==> config.mk <==
export PLATFORM = sky130hd
export DESIGN_NAME = clkgen_top
export DESIGN_NICKNAME = d
export VERILOG_FILES = /design/src/rtl/clkgen_pkg.sv /design/src/rtl/clkgen_cfg.sv /design/src/rtl/clkgen_gate.sv /design/src/rtl/clkgen_div.sv /design/src/rtl/clkgen_top.sv
export SDC_FILE = /design/constraint.sdc
export NUM_CORES = 1
export LEC_CHECK = 0
export BUFFER_PORTS_ARGS = -buffer_cell sky130_fd_sc_hd__buf_2
export CAP_MARGIN = 0
export CORE_UTILIZATION = 55
export CTS_CLUSTER_SIZE = 14
export DETAILED_ROUTE_END_ITERATION = 8
export PLACE_DENSITY_LB_ADDON = 0.15
export RECOVER_POWER = 25
export SYNTH_ARGS = -nofsm -noshare
export SYNTH_HDL_FRONTEND = slang
export SYNTH_SLANG_ARGS = --single-unit
==> constraint.sdc <==
create_clock -name clk_i -period 2.7 [get_ports clk_i]
set_clock_uncertainty 0.05 [all_clocks]
set_input_delay 0.54 -clock clk_i [delete_from_list [all_inputs] [get_ports clk_i]]
set_output_delay 0.54 -clock clk_i [all_outputs]
set_load 0.02 [all_outputs]
==> src/rtl/clkgen_pkg.sv <==
package clkgen_pkg;

  localparam int BASE_RATIO = 2;
  localparam int PRE_RATIO  = 16;
  localparam int CFG_W      = 4;
  localparam int NDOM       = 2;
  localparam int MAX_PER    = BASE_RATIO * PRE_RATIO;
  localparam int CNT_W      = $clog2(MAX_PER);
  localparam int PER_W      = CNT_W + 1;

  localparam int DOM_SYS = 0;
  localparam int DOM_TMR = 1;

  typedef enum logic [1:0] {
    PM_RUN  = 2'b00,
    PM_HALT = 2'b01,
    PM_STOP = 2'b10,
    PM_STBY = 2'b11
  } pwr_mode_e;

  typedef struct packed {
    logic       tmr_pre;
    logic       sys_pre;
    logic [1:0] div_sel;
  } cfg_t;

  function automatic logic sel_is_fast(input logic [1:0] sel);
    logic f;
    case (sel)
      2'b00, 2'b01: f = 1'b0;
      default:      f = 1'b1;
    endcase
    return f;
  endfunction

  function automatic logic [PER_W-1:0] period_of(input logic fast, input logic pre);
    logic [PER_W-1:0] p;
    p = fast ? PER_W'(1) : PER_W'(BASE_RATIO);
    if (pre) p = PER_W'(p * PER_W'(PRE_RATIO));
    return p;
  endfunction

endpackage

==> src/rtl/clkgen_cfg.sv <==
module clkgen_cfg
  import clkgen_pkg::*;
(
  input  logic             clk_i,
  input  logic             rst_ni,
  input  logic             we_i,
  input  logic [CFG_W-1:0] wdata_i,
  output cfg_t             cfg_o
);

  cfg_t cfg_q;

  always_ff @(posedge clk_i or negedge rst_ni) begin
    if (!rst_ni)   cfg_q <= '0;
    else if (we_i) cfg_q <= cfg_t'(wdata_i);
  end

  assign cfg_o = cfg_q;

endmodule

==> src/rtl/clkgen_gate.sv <==
module clkgen_gate
  import clkgen_pkg::*;
(
  input  logic [1:0] mode_i,
  output logic       sys_run_o,
  output logic       tmr_run_o
);

  pwr_mode_e mode;

  always_comb begin
    mode      = pwr_mode_e'(mode_i);
    sys_run_o = 1'b0;
    tmr_run_o = 1'b0;
    case (mode)
      PM_RUN:  begin sys_run_o = 1'b1; tmr_run_o = 1'b1; end
      PM_HALT: tmr_run_o = 1'b1;
      default: ;
    endcase
  end

endmodule

==> src/rtl/clkgen_div.sv <==
module clkgen_div
  import clkgen_pkg::*;
(
  input  logic clk_i,
  input  logic rst_ni,
  input  logic run_i,
  input  logic fast_i,
  input  logic pre_i,
  output logic tick_o
);

  logic [PER_W-1:0] per_q;
  logic [CNT_W-1:0] cnt_q;
  logic             wrap;

  assign wrap = (cnt_q == CNT_W'(per_q - PER_W'(1)));

  always_ff @(posedge clk_i or negedge rst_ni) begin
    if (!rst_ni) begin
      cnt_q <= '0;
      per_q <= period_of(1'b0, 1'b0);
    end else if (!run_i || wrap) begin
      cnt_q <= '0;
      per_q <= period_of(fast_i, pre_i);
    end else begin
      cnt_q <= cnt_q + CNT_W'(1);
    end
  end

  assign tick_o = run_i && wrap;

  // a strobe is followed by a low cycle unless the new period is 1
  p_single_pulse_r9: assert property (@(posedge clk_i) disable iff (!rst_ni)
    tick_o |=> (!tick_o || per_q == PER_W'(1)));

  // the active period only changes at a wrap or while gated
  p_period_hold_r10: assert property (@(posedge clk_i) disable iff (!rst_ni)
    (run_i && !wrap) |=> $stable(per_q));

  // gating restarts the divider
  p_restart_r11: assert property (@(posedge clk_i) disable iff (!rst_ni)
    !run_i |=> cnt_q == '0);

  p_cnt_range_r10: assert property (@(posedge clk_i) disable iff (!rst_ni)
    {1'b0, cnt_q} < per_q);

endmodule

==> src/rtl/clkgen_top.sv <==
module clkgen_top
  import clkgen_pkg::*;
(
  input  logic             clk_i,
  input  logic             rst_ni,
  input  logic             cfg_we_i,
  input  logic [CFG_W-1:0] cfg_wdata_i,
  input  logic [1:0]       pwr_mode_i,
  output logic             sys_en_o,
  output logic             tmr_en_o
);

  cfg_t            cfg;
  logic            fast;
  logic [NDOM-1:0] dom_run;
  logic [NDOM-1:0] dom_pre;
  logic [NDOM-1:0] dom_tick;

  clkgen_cfg u_cfg (
    .clk_i   (clk_i),
    .rst_ni  (rst_ni),
    .we_i    (cfg_we_i),
    .wdata_i (cfg_wdata_i),
    .cfg_o   (cfg)
  );

  clkgen_gate u_gate (
    .mode_i    (pwr_mode_i),
    .sys_run_o (dom_run[DOM_SYS]),
    .tmr_run_o (dom_run[DOM_TMR])
  );

  assign fast             = sel_is_fast(cfg.div_sel);
  assign dom_pre[DOM_SYS] = cfg.sys_pre;
  assign dom_pre[DOM_TMR] = cfg.tmr_pre;

  for (genvar d = 0; d < NDOM; d++) begin : gen_dom
    clkgen_div u_div (
      .clk_i  (clk_i),
      .rst_ni (rst_ni),
      .run_i  (dom_run[d]),
      .fast_i (fast),
      .pre_i  (dom_pre[d]),
      .tick_o (dom_tick[d])
    );
  end

  assign sys_en_o = dom_tick[DOM_SYS];
  assign tmr_en_o = dom_tick[DOM_TMR];

  // halt keeps the system strobe low
  p_halt_sys_off_r7: assert property (@(posedge clk_i) disable iff (!rst_ni)
    (pwr_mode_i == PM_HALT) |-> !sys_en_o);

  // stop and standby silence both strobes
  p_deep_off_r8: assert property (@(posedge clk_i) disable iff (!rst_ni)
    pwr_mode_i[1] |-> (!sys_en_o && !tmr_en_o));

  // full rate in run mode gives a strobe again in the next cycle
  p_full_rate_r2: assert property (@(posedge clk_i) disable iff (!rst_ni)
    (sys_en_o && pwr_mode_i == PM_RUN && $stable(pwr_mode_i) && !cfg.sys_pre
     && fast && $past(fast) && !cfg_we_i) |=> sys_en_o);

endmodule

# --- Word level (Yosys, flattened, before mapping) ---
# Cells that the tools add are included.
classes:
  n_addsub: 4
  eq_ne: 4
  n_mux: 7
  n_reduce_logical: 10
ops:
  columns: ["op", "count"]
  rows:
  - ["$mux 5", 4]
  - ["$add 5x1->5 const B", 2]
  - ["$eq 5x5->1", 2]
  - ["$sub 5x1->5 const B", 2]
  - ["$eq 2x1->1 const B", 2]
  - ["$logic_not 2->1", 2]
  - ["$reduce_or 2->1", 2]
  - ["$logic_and 1x1->1", 2]
  - ["$logic_not 1->1", 2]
  - ["$logic_or 1x1->1", 2]
  - ["$mux 1", 2]
  - ["$mux 2", 1]
word_totals:
  ff_bits: 24
  inputBits: 9
  output_inout_bits: 2
  word_cells: 32

# --- Depth between registers and ports, before layout ---
depth:
  ltp_word: 6
  depth_mapped: 7
  ltp_nobuf: 6

# --- Hierarchy ---
# From an unflattened synthesis, not the netlist that was laid out.
unflattened:
  hier_cells: 89
  hier_area_um2: 997.2
by_module_without_submodules:
  columns: ["module", "n_inst", "cells_per_inst", "area_each_um2", "seq_area_each_um2"]
  rows:
  - ["clkgen_div", 2, 39, 420.4, 201.4]
  - ["clkgen_cfg", 1, 8, 145.1, 100.1]
  - ["clkgen_gate", 1, 2, 7.5, 0.0]
  - ["clkgen_top", 1, 1, 3.8, 0.0]

# --- Worst setup path after synthesis ---
# OpenSTA, ideal clock, no wires.
synth_timing:
  kind: "reg-to-output"
  startpoint: "reg gen_dom[0].u_div.per_q[1]"
  endpoint: "out sys_en_o"
  arrival_ns: 1.764
  slack_ns: 0.346
  path_stages_with_launch: 7
  path_buffers: 0
  cell_sequence: "dfstp_2 > inv_1 > ha_1 > or3_1 > mux2i_1 > nand3_1 > nor3_1"
synth_between:
  elab_chain_len: 3
synth_rtl:
  columns: ["item", "line", "source"]
  rows:
  - ["start: declaration", "clkgen_div.sv:12", "logic [PER_W-1:0] per_q;"]
  - ["start signal: assignment", "clkgen_div.sv:21", "per_q <= period_of(1'b0, 1'b0);"]
  - ["start signal: assignment", "clkgen_div.sv:24", "per_q <= period_of(fast_i, pre_i);"]
  - ["$sub 5x1->5", "clkgen_div.sv:16", "assign wrap = (cnt_q == CNT_W'(per_q - PER_W'(1)));"]
  - ["$eq 5x5->1", "clkgen_div.sv:16", null]
  - ["$logic_and 1x1->1", "clkgen_div.sv:30", "assign tick_o = run_i && wrap;"]
  - ["end: declaration", "clkgen_top.sv:9", "output logic sys_en_o,"]
# No other way between the ends.

# --- Worst setup path in the final report ---
# Same ends and word-level chain as after synthesis.

==> flow_metrics.env <==
export IMPL_run_status="finished, final reports clean"
export IMPL_finalMaxSlewViolations=0
export IMPL_critical_path_endpoint_type="output pin"
export IMPL_drc=0
export IMPL_post_route_period_util_pct=94.74
export IMPL_max_slew_worst_pin_slew_ps=990.5
export IMPL_post_synth_instance_area_sq_um=948.4
export IMPL_clock_sink_count=19
export IMPL_initialDrtViolationCount=2
export IMPL_combinational_family_with_the_most_area_after_synthesis="simple AND/OR/NAND/NOR gates"
export IMPL_grt_use_total_pct=17.51
export IMPL_ys_types=19
export IMPL_post_cts_repair_setup_buffers=0
export IMPL_synth_seq_cells=19
export IMPL_cts_htree_levels=1
export IMPL_syn_instance_count=87
export IMPL_timing_max_slew_rel_slack_pct=33.97
export IMPL_globalRoute_totalOverflow=0
export IMPL_num_vias=597
export IMPL_initial_utilization_pct=60.83
export IMPL_core_area_sq_um=1559
export IMPL_startpoint_type="flop"
export IMPL_synth_mux_area_fraction_pct=12.66
export IMPL_path_clk_slew_ps=100
export IMPL_ir_worst_vdd_mv=0.3444
export IMPL_synth_edff_count=0
export IMPL_finalInstanceArea_sq_um=1027
export IMPL_routed_wl_mm=1.314
export IMPL_dr_pass1_iters=2
export IMPL_vias_per_cell=5.237
export IMPL_grt_pass1_wl_mm=2.373
export IMPL_cellPowerDensity_nw_per_um2=608.7
export IMPL_drv_max_cap_violation_count=0
export IMPL_fin_ws_ps=142.0
export IMPL_dpl_cell_area_sq_um=994.7
export IMPL_largest_net_degree_at_the_start_of_global_routing=20
export IMPL_leakage_uw=0.0005145
export IMPL_die_width_um=43.53
export IMPL_detail_route_antenna_nets=0
export IMPL_post_synthesis_compound_gate_area_fraction_pct=1.847
export IMPL_final_cell_utilization_of_the_core_pct=65.89
export IMPL_clk_insertion_delay_late_ps=290
export IMPL_hold_path_class="in2async"
export IMPL_worst_ep_arrival_time_ps=1970
export IMPL_max_buffers_root_to_sink=2
export IMPL_placement_rows=14
export IMPL_n_fill_cell=139
export IMPL_syn_nets=100
export IMPL_cp_data_required_time_ps=2110
export IMPL_syn_avg_cell_area_sq_um=10.90
export IMPL_critPathKind="reg2out"
export IMPL_number_of_global_route_vias_before_repair=583
export IMPL_nNetsFinal=112
export IMPL_tritoncts_num_buffers=3
export IMPL_grt_antenna_before_repair=0
export IMPL_pre_cts_slack_ps=424.3
export IMPL_floorplan_die_area_sq_um=1894
export IMPL_yosys_most_used_dff="sky130_fd_sc_hd__dfrtp_1"
export IMPL_die_height_um=43.53
export IMPL_final_hold_viol_count=0
export IMPL_io_pins=11
export IMPL_wl_per_cell_um=11.53
export IMPL_gpl_final_weighted_congestion=0.7565
export IMPL_setup_violations=0
export IMPL_synth_xor_area_share_pct=11.08
export IMPL_syn_to_final_growth_pct=8.312
export IMPL_diodes=0
export IMPL_post_synth_fa_ha_maj_area_fraction_pct=5.277
export IMPL_worstPathMaxFanout=2
export IMPL_root_buffer="sky130_fd_sc_hd__clkbuf_4"
export IMPL_cts_tree="built"
export IMPL_synthSimpleGateAreaFrac_pct=13.59
export IMPL_place_hpwl_um=994.3
export IMPL_async_flop_share_pct=100.0
export IMPL_portBuffers=9
export IMPL_synth_seq_area_share_pct=50.40
export IMPL_clock_fmax_mhz=390.9
export IMPL_drive_above_1_share_pct=19.39
export IMPL_period_minus_slack_ps=2558
export IMPL_yosys_warnings=0
layer usage:
layer	vias to the layer above	track usage, %	wire length (um)
met1	277	23.61	663
met5	-	0	0
met4	0	11.25	25
li1	305	-	-
met3	4	2.500	38
met2	11	26.67	585
cells in the final DEF (no fill, tap or decap), drive strengths merged:
cell type	n
nor3	1
a21o	1
nand2b	2
dfrtp	17
clkbuf	5
ha	4
nand3	7
nand2	3
buf	8
a311o	1
mux2	5
or3	2
dfstp	2
nor2	14
xor2	8
inv	8
mux2i	6
xnor2	4
critical path: stages (launching register included):
cell                      delay (ps)
sky130_fd_sc_hd__dfstp_2         540
sky130_fd_sc_hd__inv_1            40
sky130_fd_sc_hd__ha_1            180
sky130_fd_sc_hd__or3_1           360
sky130_fd_sc_hd__mux2i_1         180
sky130_fd_sc_hd__nand3_1         110
sky130_fd_sc_hd__nor3_2          120
sky130_fd_sc_hd__buf_4           160
report_power, final:
part	internal, uW	switching [uW]
Sequential	319	27.0
Combinational	71.5	71.1
Clock	57.4	79.3
registers in the layout, summed over array words and instances, names as in the netlist:
signal and flops:
gen_dom.u_div.cnt_q 10, gen_dom.u_div.per_q 6, u_cfg.cfg_o 3
path summary, 6_finish.rpt:
path / startpoint / endpoint / slack, ps / cells past startpoint
min in group clk_i: cfg_wdata_i[3] / u_cfg.cfg_o[3] / 430 / 2
max in group asynchronous: rst_ni / gen_dom[1].u_div.cnt_q[0] / 1670 / 1
setup reg to reg: gen_dom[0].u_div.per_q[1] / gen_dom[0].u_div.per_q[1] / 520 / 6
hold / removal: rst_ni / gen_dom[0].u_div.cnt_q[4] / 330 / 1
setup / recovery: gen_dom[0].u_div.per_q[1] / sys_en_o / 140 / 7
hold reg to reg: gen_dom[1].u_div.cnt_q[0] / gen_dom[1].u_div.cnt_q[0] / 460 / 1
stage by stage:
stage | hold slack [ps] | instances | TNS (ps) | total power [uW]
CTS | 119.8 | 114 | 0 | 638.8
finish | 332.0 | 114 | 0 | 625.3
floorplan | 194.4 | 87 | 0 | 465.2
global placement | 445.8 | 110 | 0 | 490.9
global route | 415.5 | 114 | -1.827 | 669.3
detailed placement | 447.7 | 110 | 0 | 495.0
layout make-up:
type | count | area, sq um | area share (%)
Clock buffer | 4 | 26.28 | 2.558
Inverter | 8 | 30.03 | 2.923
Tap cell | 16 | 20.02 | 1.949
Multi-Input combinational cell | 58 | 426.7 | 41.53
Timing Repair Buffer | 9 | 46.29 | 4.507
Sequential cell | 19 | 478.0 | 46.53
logic make-up after synthesis:
family                   after synthesis
buffers and inverters                 10
adder cells (fa/ha/maj)                4
multiplexers                          11
AO/OA/AOI/OAI                          2
XOR/XNOR                              12
AND/OR/NAND/NOR                       29
flip-flops                            19
cell usage after synthesis (2+ instances only):
cell type | instances | share of area, %
sky130_fd_sc_hd__ha_1 | 4 | 5.3
sky130_fd_sc_hd__nand2b_1 | 2 | 1.3
sky130_fd_sc_hd__nand2_1 | 3 | 1.2
sky130_fd_sc_hd__inv_1 | 8 | 3.2
sky130_fd_sc_hd__xor2_1 | 8 | 7.4
sky130_fd_sc_hd__mux2i_1 | 6 | 6.3
sky130_fd_sc_hd__xnor2_1 | 4 | 3.7
sky130_fd_sc_hd__nor2_1 | 14 | 5.5
sky130_fd_sc_hd__or3_1 | 2 | 1.3
sky130_fd_sc_hd__mux2_2 | 4 | 4.7
sky130_fd_sc_hd__dfstp_2 | 2 | 5.5
sky130_fd_sc_hd__nand3_1 | 7 | 3.7
sky130_fd_sc_hd__dfrtp_1 | 17 | 45
repair_timing:
| action | in CTS | in global routing |
|---|---|---|
| hold buffers | 0 | 0 |
| setup endpoints to repair | 0 | 1 |
| resized for setup | 0 | 2 |
Note: power is estimated with default switching activity, not from simulation.
